## src/rtl/swm_pkg.sv

```systemverilog
package swm_pkg;
    typedef enum logic [1:0] {
        ST_IDLE = 2'd0,
        ST_QUAL = 2'd1,
        ST_ON   = 2'd2,
        ST_HOLD = 2'd3
    } swm_state_e;
endpackage

```

## src/rtl/swm_sync.sv

```systemverilog
module swm_sync #(
    parameter logic RST_VAL = 1'b0
) (
    input  logic clk,
    input  logic rst_n,
    input  logic d_i,
    output logic q_o
);
    logic meta_q;

    always_ff @(posedge clk or negedge rst_n) begin
        if (!rst_n) begin
            meta_q <= RST_VAL;
            q_o    <= RST_VAL;
        end else begin
            meta_q <= d_i;
            q_o    <= meta_q;
        end
    end
endmodule

```

## src/rtl/swm_fault_filter.sv

```systemverilog
module swm_fault_filter #(
    parameter int LEN = 4
) (
    input  logic clk,
    input  logic rst_n,
    input  logic bad_i,
    output logic fault_o
);
    localparam int CW = (LEN > 1) ? $clog2(LEN) : 1;
    localparam logic [CW-1:0] LAST = CW'(LEN - 1);

    logic [CW-1:0] run_q;

    // Fault entry waits for LEN consecutive bad samples; exit is immediate.
    always_ff @(posedge clk or negedge rst_n) begin
        if (!rst_n) begin
            run_q   <= '0;
            fault_o <= 1'b1;
        end else if (!bad_i) begin
            run_q   <= '0;
            fault_o <= 1'b0;
        end else if (!fault_o) begin
            if (run_q == LAST) begin
                run_q   <= '0;
                fault_o <= 1'b1;
            end else begin
                run_q <= run_q + CW'(1);
            end
        end
    end

    AST_FLT_FAST_EXIT: assert property (@(posedge clk) disable iff (!rst_n)
        !bad_i |=> !fault_o);
    AST_FLT_RISE_NEEDS_BAD: assert property (@(posedge clk) disable iff (!rst_n)
        $rose(fault_o) |-> $past(bad_i));
    AST_FLT_RUN_BOUND: assert property (@(posedge clk) disable iff (!rst_n)
        run_q <= LAST);
endmodule

```

## src/rtl/supply_window_mon.sv

```systemverilog
module supply_window_mon
    import swm_pkg::*;
#(
    parameter int UV_FILT_CYC = 600,
    parameter int OV_FILT_CYC = 5,
    parameter int QUAL_CYC    = 150000
) (
    input  logic clk,
    input  logic rst_n,
    input  logic uv_ok_i,
    input  logic ov_flt_i,
    output logic supply_good_o,
    output logic gate_en_o
);
    localparam int QW = (QUAL_CYC > 1) ? $clog2(QUAL_CYC) : 1;
    localparam logic [QW-1:0] QLAST = QW'(QUAL_CYC - 1);

    logic uv_ok_s, ov_flt_s;
    logic uv_fault, ov_fault;
    logic in_win;

    swm_state_e state_q, state_d;
    logic [QW-1:0] qcnt_q, qcnt_d;

    swm_sync #(.RST_VAL(1'b0)) u_uv_sync (
        .clk(clk), .rst_n(rst_n), .d_i(uv_ok_i), .q_o(uv_ok_s));
    swm_sync #(.RST_VAL(1'b0)) u_ov_sync (
        .clk(clk), .rst_n(rst_n), .d_i(ov_flt_i), .q_o(ov_flt_s));

    swm_fault_filter #(.LEN(UV_FILT_CYC)) u_uv_filt (
        .clk(clk), .rst_n(rst_n), .bad_i(~uv_ok_s), .fault_o(uv_fault));
    swm_fault_filter #(.LEN(OV_FILT_CYC)) u_ov_filt (
        .clk(clk), .rst_n(rst_n), .bad_i(ov_flt_s), .fault_o(ov_fault));

    assign in_win = ~uv_fault & ~ov_fault;

    // Next-state logic
    always_comb begin
        state_d = state_q;
        qcnt_d  = '0;
        unique case (state_q)
            ST_IDLE: if (in_win) state_d = ST_QUAL;
            ST_QUAL: begin
                if (!in_win) begin
                    state_d = ST_IDLE;
                end else if (qcnt_q == QLAST) begin
                    state_d = ST_ON;
                end else begin
                    qcnt_d = qcnt_q + QW'(1);
                end
            end
            ST_ON:   if (!in_win) state_d = ST_HOLD;
            ST_HOLD: if (in_win)  state_d = ST_ON;
        endcase
    end

    // State register
    always_ff @(posedge clk or negedge rst_n) begin
        if (!rst_n) begin
            state_q <= ST_IDLE;
            qcnt_q  <= '0;
        end else begin
            state_q <= state_d;
            qcnt_q  <= qcnt_d;
        end
    end

    // Outputs
    always_comb begin
        supply_good_o = in_win;
        gate_en_o     = in_win & ((state_q == ST_ON) | (state_q == ST_HOLD));
    end

    AST_GATE_NEEDS_WIN: assert property (@(posedge clk) disable iff (!rst_n)
        gate_en_o |-> supply_good_o);
    AST_NO_GATE_BEFORE_QUAL: assert property (@(posedge clk) disable iff (!rst_n)
        (state_q == ST_IDLE || state_q == ST_QUAL) |-> !gate_en_o);
    AST_QUAL_RESTART: assert property (@(posedge clk) disable iff (!rst_n)
        (state_q == ST_QUAL && !in_win) |=> (state_q == ST_IDLE && qcnt_q == '0));
    AST_QCNT_BOUND: assert property (@(posedge clk) disable iff (!rst_n)
        qcnt_q <= QLAST);
    AST_GRANT_KEPT: assert property (@(posedge clk) disable iff (!rst_n)
        (state_q == ST_ON || state_q == ST_HOLD) |=> (state_q == ST_ON || state_q == ST_HOLD));
endmodule

```

## config.mk

```make
export PLATFORM = sky130hd
export DESIGN_NAME = supply_window_mon
export DESIGN_NICKNAME = d
export VERILOG_FILES = /design/src/rtl/swm_pkg.sv /design/src/rtl/swm_sync.sv /design/src/rtl/swm_fault_filter.sv /design/src/rtl/supply_window_mon.sv
export SDC_FILE = /design/constraint.sdc
export NUM_CORES = 1
export LEC_CHECK = 0
export ABC_AREA = 1
export CAP_MARGIN = 20
export CORE_MARGIN = 4
export CORE_UTILIZATION = 40
export CTS_CLUSTER_DIAMETER = 40
export DETAILED_ROUTE_END_ITERATION = 6
export DONT_BUFFER_PORTS = 1
export SETUP_SLACK_MARGIN = 0.05
export SLEW_MARGIN = 20
export SYNTH_ARGS = -nofsm -noshare
export SYNTH_HDL_FRONTEND = slang
export SYNTH_SLANG_ARGS = --single-unit
```

## constraint.sdc

```tcl
create_clock -name clk -period 2.28 [get_ports clk]
set_input_delay 0.456 -clock clk [delete_from_list [all_inputs] [get_ports clk]]
set_output_delay 0.456 -clock clk [all_outputs]
set_load 0.1 [all_outputs]
```

### After elaboration in Yosys (flattened, before gate mapping)

Index checks and enable logic that the tools add are counted.

| word-level totals | value |
|---|---|
| word-level logic and storage cells | 53 |
| register bits | 39 |

| operators by class | value |
|---|---|
| reductions and logical operators | 2 |
| bitwise operators | 5 |
| muxes and demuxes | 21 |
| eq/ne operators | 12 |
| add/subtract/negate cells | 3 |

Operators by type and width:

| kind | number |
|---|---|
| 18-bit two-way mux | 3 |
| 10-bit two-way mux | 3 |
| 18-bit by 1-bit adder with 18-bit output, second input constant | 1 |
| 18-bit equality test, second input constant | 1 |
| 10-bit by 1-bit adder with 10-bit output, second input constant | 1 |
| 10-bit equality test, second input constant | 1 |
| 2-bit two-way mux | 5 |
| 2-bit != test, second input constant | 5 |
| 3-bit two-way mux | 3 |
| 2-bit case mux with 4 select lines | 1 |
| 1-bit two-way mux | 6 |
| 2-bit equality test, second input constant | 2 |
| 4-bit AND reduction | 1 |
| 3-bit by 1-bit adder with 3-bit output, second input constant | 1 |
| 3-bit equality test, second input constant | 1 |
| 3-bit != test, second input constant | 1 |
| 1-bit bitwise AND | 2 |
| 2-bit by 1-bit equality test with 1-bit output, second input constant | 1 |
| 2-bit logical NOT | 1 |
| 1-bit inverter | 2 |
| 1-bit OR | 1 |

### Longest topological paths before layout

| logic depth | value |
|---|---|
| depth in word-level cells | 4 |
| gate-level depth with buffers | 8 |

### By module

A second synthesis with hierarchy kept.

| second synthesis, totals | value |
|---|---|
| cells, all modules | 271 |
| area total of the unflattened synthesis | 2153.3 sq um |

By module, submodules not included:

| module | seq. area each (sq um) | area each (sq um) | cells an instance | times used |
|---|---|---|---|---|
| supply_window_mon | 500.5 | 1181.1 | 160 | 1 |
| swm_fault_filter (u_uv_filt) | 276.5 | 651.9 | 81 | 1 |
| swm_fault_filter (u_ov_filt) | 101.3 | 220.2 | 26 | 1 |
| swm_sync | 50.0 | 50.0 | 2 | 2 |

### Worst setup path after synthesis

Ideal clock, no wire load.

| path | value |
|---|---|
| path type | flip-flop to output port |
| from | reg u_uv_filt.fault_o |
| to | out gate_en_o |
| stages on the path, launching flop included | 4 |
| buffers on the path | 0 |
| slack | -0.509 ns |
| data arrival time | 2.333 ns |
| cell sequence | dfstp_2 -> nor2_4 -> inv_1 -> nor2_1 |

| on the way | value |
|---|---|
| longest elaborated chain between the ends | 3 |

RTL lines:

| element | line | source |
|---|---|---|
| start, declared | swm_fault_filter.sv:7 | `output logic fault_o` |
| start signal, assigned | swm_fault_filter.sv:18 | `fault_o <= 1'b1;` |
| start signal, assigned | swm_fault_filter.sv:21 | `fault_o <= 1'b0;` |
| start signal, assigned | swm_fault_filter.sv:25 | `fault_o <= 1'b1;` |
| 1-bit inverter | supply_window_mon.sv:35 | `assign in_win = ~uv_fault & ~ov_fault;` |
| 1-bit bitwise AND | supply_window_mon.sv:35 |  |
| named net supply_good_o | supply_window_mon.sv:12 | `output logic supply_good_o,` |
| 1-bit bitwise AND | supply_window_mon.sv:71 | `gate_en_o = in_win & ((state_q == ST_ON) \| (state_q == ST_HOLD));` |
| end, declared | supply_window_mon.sv:13 | `output logic gate_en_o` |

The timed path passes the listed nets, and every way through them passes these cells.

### Worst setup path after layout

| path | value |
|---|---|
| from | reg u_ov_filt.fault_o |
| to | out gate_en_o |

| on the way | value |
|---|---|
| longest elaborated chain between the ends | 3 |

RTL lines:

| element | line |
|---|---|
| start, declared | swm_fault_filter.sv:7 |
| start signal, assigned | swm_fault_filter.sv:18 |
| start signal, assigned | swm_fault_filter.sv:21 |
| start signal, assigned | swm_fault_filter.sv:25 |
| 1-bit inverter | supply_window_mon.sv:35 |
| 1-bit bitwise AND | supply_window_mon.sv:35 |
| named net supply_good_o | supply_window_mon.sv:12 |
| 1-bit bitwise AND | supply_window_mon.sv:71 |

The timed path passes the listed nets, and every way through them passes these cells.

==> impl_metrics.json <==
{
  "syn_inst": 285,
  "die_w_um": 81.3,
  "drt-wirelength-per-cell_um": 11.6,
  "cts.sinks": 39,
  "status": "finished, final reports clean",
  "slew_viol_final": 0,
  "setup_tns_ns": 0,
  "grt_antenna_before_repair": 0,
  "cp_common_cell": "nor2_4",
  "drv_cap": 0,
  "grt_pass1_vias": 1654,
  "max_stage_delay_ns": 0.59,
  "crit_path_top_delay_cell": "nor2_4",
  "slew_headroom_pct": 51.0,
  "fin_worst_skew_ns": 0.00630,
  "peakVddDrop_uv": 365,
  "synth_area_um2": 2150,
  "io_pins": 6,
  "ys.warnings.count": 0,
  "cts_tree": "yes",
  "area_delta_synth_final_pct": 11.6,
  "multi_input_area_um2": 1030,
  "fin_nets": 301,
  "hold_viol_final": 0,
  "p_per_area_nw_per_um2": 750,
  "ff2ff_setup_slack_ns": 0.48,
  "stdcell_count": 364,
  "core_region_area_um2": 5170,
  "drt-total-wl_um": 4230,
  "route.vias.total": 1757,
  "syn_nets": 293,
  "die_y_um": 81.3,
  "p_leak_uw": 0.00114,
  "cts_buffers": 5,
  "dp_hpwl_um": 3120,
  "fin_ws_ns": 0.122,
  "synth-async-reset-ratio_pct": 100,
  "start_util_pct": 41.6,
  "ys_ff_latch": 39,
  "crit_chain": "nor2_4 > inv_2 > nor2_4 > buf_12",
  "viasPerCell": 4.83,
  "synth_edf_count": 0,
  "crit_path_end_kind": "primary output",
  "cp.arrival_ns": 1.70,
  "diodes": 0,
  "regArea_um2": 978,
  "grt_max_degree": 40,
  "drt_iter0_drc": 88,
  "critPathKind": "flip-flop to primary output",
  "place_ws_ns": 0.338,
  "critPathMaxFanout": 6,
  "synth_ff_type": "dfrtp_1",
  "tightest_slew_ns": 0.734,
  "drtPass1Iterations": 4,
  "drive_gt1_share_pct": 9.86,
  "fmax_mhz": 463,
  "critPathLaunchType": "flip-flop",
  "ant_nets": 0,
  "fin_crit_sh_pct": 94.7,
  "clk_root_buffer_cell": "clkbuf_8",
  "rsz0062_at_grt": "no",
  "min_path_type": "primary input to flip-flop",
  "clkLatencyLatePin_ns": 0.29,
  "grt-ovfl-total": 0,
  "grt_use_total_pct": 14.9,
  "final.min_clock_period_ns": 2.16,
  "ys_types": 25,
  "syn_avg_cell_area_um2": 7.55,
  "post-route-drc-count": 0,
  "place.port_buffers": 0,
  "placedCellCount": 354,
  "setup_viol_count_final": 0,
  "place.gp.congestion": 0.828,
  "nFillCells": 528,
  "grt_pass1_wl_um": 7570,
  "ys_seq_area_share_pct": 45.5,
  "crit_required_ns": 1.82,
  "clockBufferDepth": 2,
  "die-area_um2": 6610,
  "rows": 26,
  "clkSlewWorstSetupHoldPaths_ns": 0.08,
  "cts_max_level": 2
}
[cell usage in the layout (no fill, tap or decap)]
cell type	count
nand3_2	2
nor2_4	3
buf_12	2
dfrtp_1	37
xor2_1	7
nor2_1	54
dfstp_2	2
nor2_2	6
nand3_1	22
o21bai_1	2
or2_1	1
clkbuf_8	6
a21oi_1	3
xnor2_1	4
ha_1	4
o41ai_1	1
nand2_2	3
nand2_1	70
nand4_1	8
a21oi_2	1
and2_1	1
o21ai_0	10
clkinv_2	1
dlygate4sd3_1	1
nor3_4	1
inv_1	36
inv_2	1
bufinv_16	1
nor3_1	4
[cell families after synthesis]
family	count (synthesis)	synth area share, %
compound gates	17	4.54
buf+inv	39	7.04
simple gates	175	36.1
xor+xnor	11	4.48
fa+ha+maj	4	2.33
flops	39	45.5
[power breakdown]
part	switching, uW	internal (uW)	leakage, uW	total [uW]
clock	243	354	0.0000612	597
sequential	109	777	0.000507	886
combinational	205	114	0.000567	318
total	556	1240	0.00114	1800
[worst paths after layout]
| path | from | end | depth (start not counted) |
|---|---|---|---|
| worst max-delay path | u_ov_filt.fault_o | gate_en_o | 4 |
| worst min-delay path | uv_ok_i | u_uv_sync.meta_q | 0 |
| worst max register to register | u_ov_filt.fault_o | qcnt_q[4] | 5 |
| worst min register to register | u_ov_sync.meta_q | u_ov_sync.q_o | 0 |
| max in group asynchronous | rst_n | u_uv_filt.fault_o | 2 |
| min in group asynchronous | rst_n | u_ov_filt.run_q[0] | 2 |
[per-stage QoR]
step / area [um^2] / utilization (%) / total power [uW] / hold slack (ns)
floorplan: 2160 / - / 1130 / 0.160
global placement: 2250 / 43.6 / 1190 / 0.162
detailed placement: 2250 / 43.6 / 1200 / 0.162
CTS: 2400 / 46.4 / 1830 / 0.176
global route: 2400 / 46.4 / 1920 / 0.164
finish: 2400 / 46.4 / 1800 / 0.186
[worst max-delay path: cells and delay by family, from the launching register on]
kind | cells | cell delay (ns)
DFF | 1 | 0.40
buffers and inverters | 2 | 0.30
and+or+nand+nor | 2 | 0.72
[sequential cells by signal, summed over array words and instances, names as in the netlist]
name	count
u_uv_sync.q_o	1
u_ov_filt.fault_o	1
qcnt_q	18
u_uv_filt.fault_o	1
u_ov_sync.meta_q	1
state_q	2
u_uv_filt.run_q	10
u_ov_sync.q_o	1
u_uv_sync.meta_q	1
u_ov_filt.run_q	3
[layout make-up]
| cell class | count | area share [%] |
|---|---|---|
| clock buffer | 6 | 3.44 |
| clock inverter | 2 | 1.46 |
| inverter | 37 | 5.78 |
| multi-input combinational | 207 | 42.8 |
| sequential | 39 | 40.8 |
| tap | 70 | 3.65 |
| timing repair buffer | 3 | 2.08 |
[Yosys cell counts, types with 3 or more instances]
library cell	n	share of area (%)
nand4_1	8	2.3
nand2_1	70	12
inv_1	37	6.5
ha_1	4	2.3
a21oi_1	3	0.70
nor3_1	4	0.93
xor2_1	7	2.9
o21ai_0	10	2.3
nand2_2	3	0.87
nand3_1	22	5.1
nor2_2	6	1.7
dfrtp_1	37	43
xnor2_1	4	1.6
nor2_1	55	9.6
[per-layer routing]
layer / vias up / share of wire, % / GRT usage [%]
li1: 912 / - / -
met1: 819 / 51 / 20.4
met2: 20 / 45 / 22.7
met3: 6 / 3.0 / 3.44
met4: 0 / 1.4 / 5.57
met5: - / 0 / 0
[repair_timing]
action                                  CTS  global route
buffers inserted                          0             0
resized for setup                         1             0
hold buffers                              2             0
hold endpoints to repair                 39             0
endpoints found under the setup margin    1             0
Power figures use the tool's default switching activity.
